**src/rtl/trr_pkg.sv**
```systemverilog
package trr_pkg;

   typedef enum logic [1:0] {
      RM_NEAR_EVEN = 2'd0,
      RM_TO_ZERO   = 2'd1,
      RM_DOWN      = 2'd2,
      RM_UP        = 2'd3
   } rmode_e;

   typedef enum logic [1:0] {
      ST_IDLE,
      ST_PASS1,
      ST_PASS2,
      ST_DONE
   } seq_state_e;

   localparam int FLAG_W     = 4;
   localparam int FL_INEXACT = 0;
   localparam int FL_UNDER   = 1;
   localparam int FL_OVER    = 2;
   localparam int FL_UPWARD  = 3;

   // decide whether the discarded part forces a one-ulp increment
   function automatic logic want_inc(rmode_e m, logic neg, logic half, logic nz);
      case (m)
         RM_NEAR_EVEN: return half;
         RM_DOWN:      return neg & nz;
         RM_UP:        return !neg & nz;
         default:      return 1'b0;
      endcase
   endfunction

endpackage

```
**src/rtl/trr_jam_shift.sv**
```systemverilog
// Right shift with all shifted-out ones folded into the result LSB.
module trr_jam_shift #(
   parameter int W    = 128,
   parameter int SH_W = 19
) (
   input  logic [W-1:0]    vec_i,
   input  logic [SH_W-1:0] amt_i,
   output logic [W-1:0]    vec_o
);
   logic [W-1:0] kept;
   logic         lost;

   always_comb begin
      kept  = vec_i >> amt_i;
      lost  = |(vec_i & ~({W{1'b1}} << amt_i));
      vec_o = kept | {{(W-1){1'b0}}, lost};
   end
endmodule

```
**src/rtl/trr_round_core.sv**
```systemverilog
module trr_round_core
   import trr_pkg::*;
#(
   parameter int SIG_W  = 64,
   parameter int EXT_W  = 64,
   parameter int EXP_W  = 18,
   parameter int EFLD_W = 15
) (
   input  logic                    sign_i,
   input  logic signed [EXP_W-1:0] exp_i,
   input  logic [SIG_W-1:0]        sig_i,
   input  logic [EXT_W-1:0]        ext_i,
   input  logic [1:0]              mode_i,
   input  logic                    uf_masked_i,
   output logic [EFLD_W-1:0]       exp_o,
   output logic [SIG_W-1:0]        sig_o,
   output logic [FLAG_W-1:0]       flags_o
);
   localparam int TW   = SIG_W + EXT_W;
   localparam int EMAX = (1 << EFLD_W) - 1;
   localparam logic signed [EXP_W-1:0] E_EDGE = EXP_W'(EMAX - 1);
   localparam logic [EXT_W-1:0]  HALF = {1'b1, {(EXT_W-1){1'b0}}};
   localparam logic [SIG_W-1:0]  LEAD = {1'b1, {(SIG_W-1){1'b0}}};

   rmode_e            m;
   logic [EXP_W:0]    shamt;
   logic [TW-1:0]     den;
   logic [SIG_W-1:0]  den_sig;
   logic [EXT_W-1:0]  den_ext;
   logic              inc_n, inc_d, is_tiny, is_ovf, away;
   logic [SIG_W:0]    sum_n, sum_d;
   logic [SIG_W-1:0]  rnd;

   assign m     = rmode_e'(mode_i);
   assign shamt = (EXP_W+1)'(1) - {exp_i[EXP_W-1], exp_i};

   trr_jam_shift #(.W(TW), .SH_W(EXP_W+1)) u_jam (
      .vec_i ({sig_i, ext_i}),
      .amt_i (shamt),
      .vec_o (den)
   );

   assign den_sig = den[TW-1 -: SIG_W];
   assign den_ext = den[EXT_W-1:0];
   assign inc_n   = want_inc(m, sign_i, ext_i[EXT_W-1], |ext_i);
   assign inc_d   = want_inc(m, sign_i, den_ext[EXT_W-1], |den_ext);
   assign sum_n   = {1'b0, sig_i} + (SIG_W+1)'(inc_n);
   assign sum_d   = {1'b0, den_sig} + (SIG_W+1)'(inc_d);
   assign is_tiny = exp_i[EXP_W-1] | (exp_i == '0);
   assign is_ovf  = (exp_i > E_EDGE) | ((exp_i == E_EDGE) & (&sig_i) & inc_n);
   assign away    = (m == RM_NEAR_EVEN) | ((m == RM_UP) & !sign_i) | ((m == RM_DOWN) & sign_i);

   always_comb begin
      exp_o   = '0;
      sig_o   = '0;
      flags_o = '0;
      rnd     = '0;
      if (is_tiny) begin
         rnd = sum_d[SIG_W-1:0];
         if ((m == RM_NEAR_EVEN) && (den_ext == HALF)) rnd[0] = 1'b0;
         sig_o                = rnd;
         exp_o                = EFLD_W'(rnd[SIG_W-1]);
         flags_o[FL_INEXACT]  = |den_ext;
         flags_o[FL_UNDER]    = (|den_ext) | (!uf_masked_i & (|{sig_i, ext_i}));
         flags_o[FL_UPWARD]   = rnd > den_sig;
      end else if (is_ovf) begin
         flags_o[FL_OVER]    = 1'b1;
         flags_o[FL_INEXACT] = 1'b1;
         if (away) begin
            exp_o              = {EFLD_W{1'b1}};
            sig_o              = LEAD;
            flags_o[FL_UPWARD] = 1'b1;
         end else begin
            exp_o = {{(EFLD_W-1){1'b1}}, 1'b0};
            sig_o = '1;
         end
      end else begin
         flags_o[FL_INEXACT] = |ext_i;
         if (sum_n[SIG_W]) begin
            exp_o              = exp_i[EFLD_W-1:0] + 1'b1;
            sig_o              = LEAD;
            flags_o[FL_UPWARD] = 1'b1;
         end else begin
            rnd = sum_n[SIG_W-1:0];
            if ((m == RM_NEAR_EVEN) && (ext_i == HALF)) rnd[0] = 1'b0;
            sig_o              = rnd;
            exp_o              = exp_i[EFLD_W-1:0];
            flags_o[FL_UPWARD] = rnd > sig_i;
         end
      end
   end
endmodule

```
**src/rtl/trap_rebias_round.sv**
```systemverilog
module trap_rebias_round
   import trr_pkg::*;
#(
   parameter int SIG_W    = 64,
   parameter int EXT_W    = 64,
   parameter int EXP_W    = 18,
   parameter int EFLD_W   = 15,
   parameter int BIAS_ADJ = 24576
) (
   input  logic                    clk,
   input  logic                    rst_n,
   input  logic                    start_i,
   input  logic                    sign_i,
   input  logic signed [EXP_W-1:0] exp_i,
   input  logic [SIG_W-1:0]        sig_i,
   input  logic [EXT_W-1:0]        ext_i,
   input  logic [1:0]              mode_i,
   input  logic [1:0]              trap_mask_i,
   input  logic [FLAG_W-1:0]       flags_i,
   output logic                    busy_o,
   output logic                    valid_o,
   output logic                    res_sign_o,
   output logic [EFLD_W-1:0]       res_exp_o,
   output logic [SIG_W-1:0]        res_sig_o,
   output logic [FLAG_W-1:0]       flags_o
);
   localparam int EMAX = (1 << EFLD_W) - 1;
   localparam logic signed [EXP_W-1:0] BIAS_X = EXP_W'(BIAS_ADJ);
   localparam logic signed [EXP_W-1:0] HI_LIM = EXP_W'(BIAS_ADJ + EMAX);
   localparam logic signed [EXP_W-1:0] LO_LIM = EXP_W'(-BIAS_ADJ);
   localparam logic [FLAG_W-1:0] M_PE  = FLAG_W'(1) << FL_INEXACT;
   localparam logic [FLAG_W-1:0] M_UP  = FLAG_W'(1) << FL_UPWARD;
   localparam logic [FLAG_W-1:0] M_EXC = (FLAG_W'(1) << FL_UNDER) | (FLAG_W'(1) << FL_OVER);

   if (EXP_W < EFLD_W + 3) begin : g_bad_exp_w
      $error("exponent input too narrow for the re-bias comparisons");
   end
   if (BIAS_ADJ <= 0 || (BIAS_ADJ + EMAX) >= (1 << (EXP_W - 1))) begin : g_bad_bias
      $error("bias adjust out of range for the exponent width");
   end
   if (SIG_W < 2 || EXT_W < 2) begin : g_bad_sig
      $error("significand and guard widths must be at least 2");
   end

   seq_state_e              state;
   logic                    op_sign;
   logic signed [EXP_W-1:0] op_exp, adj_exp, core_exp;
   logic [SIG_W-1:0]        op_sig;
   logic [EXT_W-1:0]        op_ext;
   logic [1:0]              op_mode, op_mask;
   logic [FLAG_W-1:0]       op_flags, p1_flags;
   logic [EFLD_W-1:0]       c_exp;
   logic [SIG_W-1:0]        c_sig;
   logic [FLAG_W-1:0]       c_flags;
   logic                    trap1;

   assign core_exp = (state == ST_PASS2) ? adj_exp : op_exp;

   trr_round_core #(
      .SIG_W (SIG_W), .EXT_W (EXT_W), .EXP_W (EXP_W), .EFLD_W (EFLD_W)
   ) u_core (
      .sign_i      (op_sign),
      .exp_i       (core_exp),
      .sig_i       (op_sig),
      .ext_i       (op_ext),
      .mode_i      (op_mode),
      .uf_masked_i (op_mask[0]),
      .exp_o       (c_exp),
      .sig_o       (c_sig),
      .flags_o     (c_flags)
   );

   assign trap1 = (c_flags[FL_UNDER] & !op_mask[0]) | (c_flags[FL_OVER] & !op_mask[1]);

   always_ff @(posedge clk or negedge rst_n) begin
      if (!rst_n) begin
         state      <= ST_IDLE;
         op_sign    <= 1'b0;
         op_exp     <= '0;
         op_sig     <= '0;
         op_ext     <= '0;
         op_mode    <= '0;
         op_mask    <= '0;
         op_flags   <= '0;
         p1_flags   <= '0;
         adj_exp    <= '0;
         res_sign_o <= 1'b0;
         res_exp_o  <= '0;
         res_sig_o  <= '0;
         flags_o    <= '0;
      end else begin
         case (state)
            ST_IDLE: if (start_i) begin
               op_sign  <= sign_i;
               op_exp   <= exp_i;
               op_sig   <= sig_i;
               op_ext   <= ext_i;
               op_mode  <= mode_i;
               op_mask  <= trap_mask_i;
               op_flags <= flags_i;
               state    <= ST_PASS1;
            end
            ST_PASS1: begin
               p1_flags   <= c_flags;
               res_sign_o <= op_sign;
               state      <= ST_DONE;
               if (!trap1) begin
                  res_exp_o <= c_exp;
                  res_sig_o <= c_sig;
                  flags_o   <= c_flags | op_flags;
               end else if (op_exp >= HI_LIM) begin
                  res_exp_o <= {EFLD_W{1'b1}};
                  res_sig_o <= {1'b1, {(SIG_W-1){1'b0}}};
                  flags_o   <= c_flags | M_PE | M_UP | op_flags;
               end else if (op_exp <= LO_LIM) begin
                  res_exp_o <= '0;
                  res_sig_o <= '0;
                  flags_o   <= (c_flags & ~M_UP) | M_PE | op_flags;
               end else begin
                  adj_exp <= c_flags[FL_UNDER] ? op_exp + BIAS_X : op_exp - BIAS_X;
                  state   <= ST_PASS2;
               end
            end
            ST_PASS2: begin
               res_exp_o <= c_exp;
               res_sig_o <= c_sig;
               flags_o   <= (p1_flags & M_EXC) | c_flags | op_flags;
               state     <= ST_DONE;
            end
            default: state <= ST_IDLE;
         endcase
      end
   end

   assign busy_o  = (state == ST_PASS1) || (state == ST_PASS2);
   assign valid_o = (state == ST_DONE);

endmodule

```
**config.mk**
```make
export PLATFORM = sky130hd
export DESIGN_NAME = trap_rebias_round
export DESIGN_NICKNAME = d
export VERILOG_FILES = /design/src/rtl/trr_pkg.sv /design/src/rtl/trr_jam_shift.sv /design/src/rtl/trr_round_core.sv /design/src/rtl/trap_rebias_round.sv
export SDC_FILE = /design/constraint.sdc
export NUM_CORES = 1
export LEC_CHECK = 0
export CAP_MARGIN = 20
export CELL_PAD_IN_SITES_DETAIL_PLACEMENT = 1
export CELL_PAD_IN_SITES_GLOBAL_PLACEMENT = 2
export CORE_MARGIN = 10
export CORE_UTILIZATION = 36
export CTS_CLUSTER_DIAMETER = 120
export DETAILED_ROUTE_END_ITERATION = 8
export DONT_BUFFER_PORTS = 1
export GPL_TIMING_DRIVEN = 0
export PLACE_DENSITY = 0.85
export REMOVE_ABC_BUFFERS = 1
export SLEW_MARGIN = 25
export SYNTH_ARGS = -nofsm -noshare
export SYNTH_HDL_FRONTEND = slang
export SYNTH_SLANG_ARGS = --single-unit
```
**constraint.sdc**
```tcl
create_clock -name clk -period 12.5 [get_ports clk]
set_clock_uncertainty 0.2 [all_clocks]
set_input_delay 2.5 -clock clk [delete_from_list [all_inputs] [get_ports clk]]
set_output_delay 2.5 -clock clk [all_outputs]
set_load 0.005 [all_outputs]
```
==> results <==
- The peak fanout along the critical path is 36.
- The number of global-route vias before repair is between 30000 and 40000.
- The endpoint arrival time on the critical path is around 13 ns.
- The HPWL after detailed placement is between 100 and 150 mm.
- By instance count, the cell type seen most on the critical path is sky130_fd_sc_hd__ha_4.
- The max-slew violation count is 0.
- The number of different library cells in the post-synthesis netlist is 111.
- For this run, the detailed router's first-pass iteration total came to 6.
- The number of buffers added by the clock tree synthesis step is 31.
- Clock latency on the worst-skew pair, taken at its later pin, is 0.67 ns.
- The worst setup path is captured at a flip-flop.
- Summed over all failing endpoints, the final setup total negative slack is 0 ns.
- The vertical die dimension is 314 µm.
- After synthesis, the share of flip-flops with an asynchronous set or reset is 1.00.
- Input and output buffers added on the ports amount to 0.
- The post-route DRC violation count is 0.
- The detailed router's first-iteration violation count is roughly 5400.
- The placer congestion estimate is 1.04.
- The main flop type after synthesis is sky130_fd_sc_hd__dfrtp_1.
- The kind of cell with the highest combined delay on the critical path is simple AND/OR/NAND/NOR gates.
- After floorplanning, the core was divided into 107 placement rows.
- The post-synth design cell area is 31100 µm².
- The master of the slowest instance on the critical path is sky130_fd_sc_hd__a2111oi_0.
- Entering global routing, the biggest net connects 262 pins.
- In this run the standard cell core region covers about 86000 µm².
- In this run, synthesis inferred 0 flip-flops with an integrated enable.
- The number of buffers and inverters on the critical path is 7.
- The final layout net count is 3941.
- The register bit count reported by yosys is ~260.
- The final number of hold-violating endpoints is 0.
- The residual overflow from global routing is 0.
- The die extent in x is 314 µm.
- The remaining antenna violation count is 0.
- The effective utilization at floorplan is 0.364.
- The average vias per placed instance is 7.35.
- The per-instance average area after synthesis is 8.06 µm².
- The flow ran to the end, and the final reports show no timing, DRC or antenna violations.
- The area growth from synthesis to layout is 13.5%.
- The global-route usage over all layers is 0.368.
- CTS placed an instance of sky130_fd_sc_hd__clkbuf_16 at the clock tree root.
- The biggest cell delay along the critical path is roughly 0.7 ns.
- The number of placed instances with taps included is ~4800.
- The max-cap check violation count is 0.
- TritonCTS built the clock tree.
- The launching element type of the critical path is a flip-flop.
- The routed layout has 35800 vias.
- After detailed routing, the average wire length per cell comes to 39.1 µm.
- Of the cells placed in the final design, the portion with a size suffix greater than 1 is 0.187.
- The wire length of the first global-routing pass is roughly 270 mm.
- The count of mapped cells out of synthesis is 3866.
- The number of setup violations in the final report is 0.
- The minimum period implied by the final worst setup slack is approximately 12 ns.
- The number of antenna violations at the first check in global routing is 8.
- For this run, the register share of the synthesized area comes to 0.210.
- The min-delay analysis places its worst path in the category flip-flop to flip-flop.
- The slew of the pin with the lowest slew margin is 1.21 ns.
- The filler cells instantiated in the layout total 10100.
- The largest buffer count on any clock path is 3.
- The detailed-route wire length is 191 mm.
- The H-tree depth is 1.
- The CTS sink count is roughly 260.
- The required arrival time at the worst endpoint is about 13 ns.
- For this run, the number of Yosys warnings is 0.
- Dividing the final minimum period by the clock period gives 0.999.
- The clock transition at the registers of the reported paths is 0.06 ns.
- In this run the tightest slew margin relative to its limit is 0.182.
- The non-filler instance count after layout is 4879.
- The worst setup path category is flip-flop to flip-flop.
- The number of hold buffers added after CTS is 0.
- The die covers just under 100000 µm².
- The peak clock frequency supported by timing is 80.1 MHz.
- ~240 I/O pins were placed.
Yosys cell counts (10+ instances only):
library cell                number  area share
sky130_fd_sc_hd__nand2_1       434       0.052
sky130_fd_sc_hd__nor2_1        272       0.033
sky130_fd_sc_hd__dfrtp_1       261        0.21
sky130_fd_sc_hd__o21ai_0       245       0.039
sky130_fd_sc_hd__clkbuf_1      217       0.026
sky130_fd_sc_hd__mux2_2        216       0.078
sky130_fd_sc_hd__a21oi_1       187       0.030
sky130_fd_sc_hd__mux2i_1       177       0.057
sky130_fd_sc_hd__nand3_1       162       0.026
sky130_fd_sc_hd__nor3_1        156       0.025
sky130_fd_sc_hd__nor4_1        130       0.026
sky130_fd_sc_hd__mux4_2        111       0.080
sky130_fd_sc_hd__nand4_1       111       0.022
sky130_fd_sc_hd__inv_1          92       0.011
sky130_fd_sc_hd__ha_1           78       0.031
sky130_fd_sc_hd__xnor2_1        66       0.019
sky130_fd_sc_hd__xor2_1         59       0.017
sky130_fd_sc_hd__o211ai_1       52       0.013
sky130_fd_sc_hd__buf_1          46      0.0055
sky130_fd_sc_hd__a22oi_1        42       0.010
sky130_fd_sc_hd__buf_2          42      0.0067
sky130_fd_sc_hd__a211oi_1       39      0.0094
sky130_fd_sc_hd__or3_1          39      0.0078
sky130_fd_sc_hd__o31ai_1        38      0.0092
sky130_fd_sc_hd__a31oi_1        35      0.0070
sky130_fd_sc_hd__and3_1         34      0.0068
sky130_fd_sc_hd__o22ai_1        31      0.0062
sky130_fd_sc_hd__o2111ai_1      23      0.0065
sky130_fd_sc_hd__or2_2          23      0.0046
sky130_fd_sc_hd__and2_1         22      0.0044
sky130_fd_sc_hd__a2111oi_0      21      0.0059
sky130_fd_sc_hd__buf_4          21      0.0051
sky130_fd_sc_hd__or4_1          21      0.0051
sky130_fd_sc_hd__o21a_1         20      0.0048
sky130_fd_sc_hd__o41ai_1        18      0.0051
sky130_fd_sc_hd__a21o_1         16      0.0039
sky130_fd_sc_hd__a211o_1        14      0.0039
sky130_fd_sc_hd__a221oi_1       14      0.0039
sky130_fd_sc_hd__and4_1         14      0.0039
sky130_fd_sc_hd__nor2b_1        14      0.0028
sky130_fd_sc_hd__a21boi_0       13      0.0031
sky130_fd_sc_hd__o311ai_0       12      0.0034
sky130_fd_sc_hd__nor4b_1        11      0.0031
sky130_fd_sc_hd__a32o_1         10      0.0032
worst min-delay path, cell delays in order, from the launching register on:
cell                      delay, ns
sky130_fd_sc_hd__dfrtp_1       0.36
sky130_fd_sc_hd__nand2_1       0.06
sky130_fd_sc_hd__o21ai_0       0.06
final cells by class:
class | count | area (µm²) | area share
antenna | 8 | 20.0 | 0.000566
clock buffer | 42 | 877 | 0.0248
clock inverter | 14 | 226 | 0.00641
inverter | 95 | 393 | 0.0111
multi-input combinational | 3177 | 23700 | 0.672
sequential | 261 | 6530 | 0.185
tap | 1144 | 1430 | 0.0405
timing repair buffer | 137 | 2110 | 0.0598
timing repair inverter | 1 | 8.76 | 0.000248
state kept, by name, summed over array words and instances (netlist names):
register	cells
op_mode	2
op_exp	18
state	2
flags_o	4
res_sign_o	1
op_ext	64
adj_exp	18
op_mask	2
p1_flags	2
op_sign	1
op_sig	64
op_flags	4
res_sig_o	64
res_exp_o	15
worst paths after layout:
kind                               from            to  slack, ns  cells after the start
setup / recovery               state[0]    flags_o[3]       0.02                     44
hold / removal             res_sig_o[9]  res_sig_o[9]       0.31                      2
setup reg to reg               state[0]    flags_o[3]       0.02                     44
hold reg to reg            res_sig_o[9]  res_sig_o[9]       0.31                      2
max in group asynchronous         rst_n   p1_flags[1]      10.26                      0
min in group asynchronous         rst_n    op_ext[48]       1.35                      0
per-layer routing:
layer | routed length, µm | track usage | vias to the layer above
li1 | - | - | 14500
met1 | 72000 | 0.460 | 17900
met2 | 79500 | 0.542 | 2756
met3 | 24500 | 0.125 | 715
met4 | 14600 | 0.222 | 12
met5 | 154 | 0.00691 | -
repair_timing:
action                                  in CTS  in global routing
setup buffers                               20                 20
pin swaps                                   18                 12
resized for setup                           41                 29
cloned                                       3                  0
endpoints found under the setup margin      26                  1
hold endpoints to repair                     0                  0
stage by stage:
step,util,hold slack [ns],setup slack [ns],area [µm²]
2_1_floorplan,-,0.263,-8.50,29700
3_3_place_gp,0.364,0.292,-23.23,31100
3_5_place_dp,0.390,0.307,-4.15,33400
4_1_cts,0.409,0.321,0.00133,34900
5_1_grt,0.413,0.345,-0.0130,35300
6_report,0.413,0.314,0.0163,35300
cells by family (layout without fill, tap and decap cells):
kind of cell,Yosys count,after routing,synth area share
multiplexers,507,507,0.217
adder cells (fa/ha/maj),80,80,0.0323
XOR/XNOR,125,125,0.0351
other,0,8,0
flip-flops,261,261,0.210
buffers and inverters,429,289,0.0576
AO/OA/AOI/OAI,954,954,0.204
AND/OR/NAND/NOR,1510,1511,0.244
layout by cell type, fill, tap and decap left out, drive strengths merged, types with 40 or more instances in the layout:
cell and instances:
nand2 435, nor2 274, dfrtp 261, o21ai 251
mux2 216, a21oi 187, mux2i 180, nand3 162
nor3 161, buf 136, nor4 135, nand4 114
mux4 111, inv 96, ha 78, xnor2 66
xor2 59, o211ai 53, a22oi 43, clkbuf 42
or3 40, a211oi 40
Power is not shown: default switching activity piles up to over one toggle a cycle in this logic, so the estimate is an artifact.
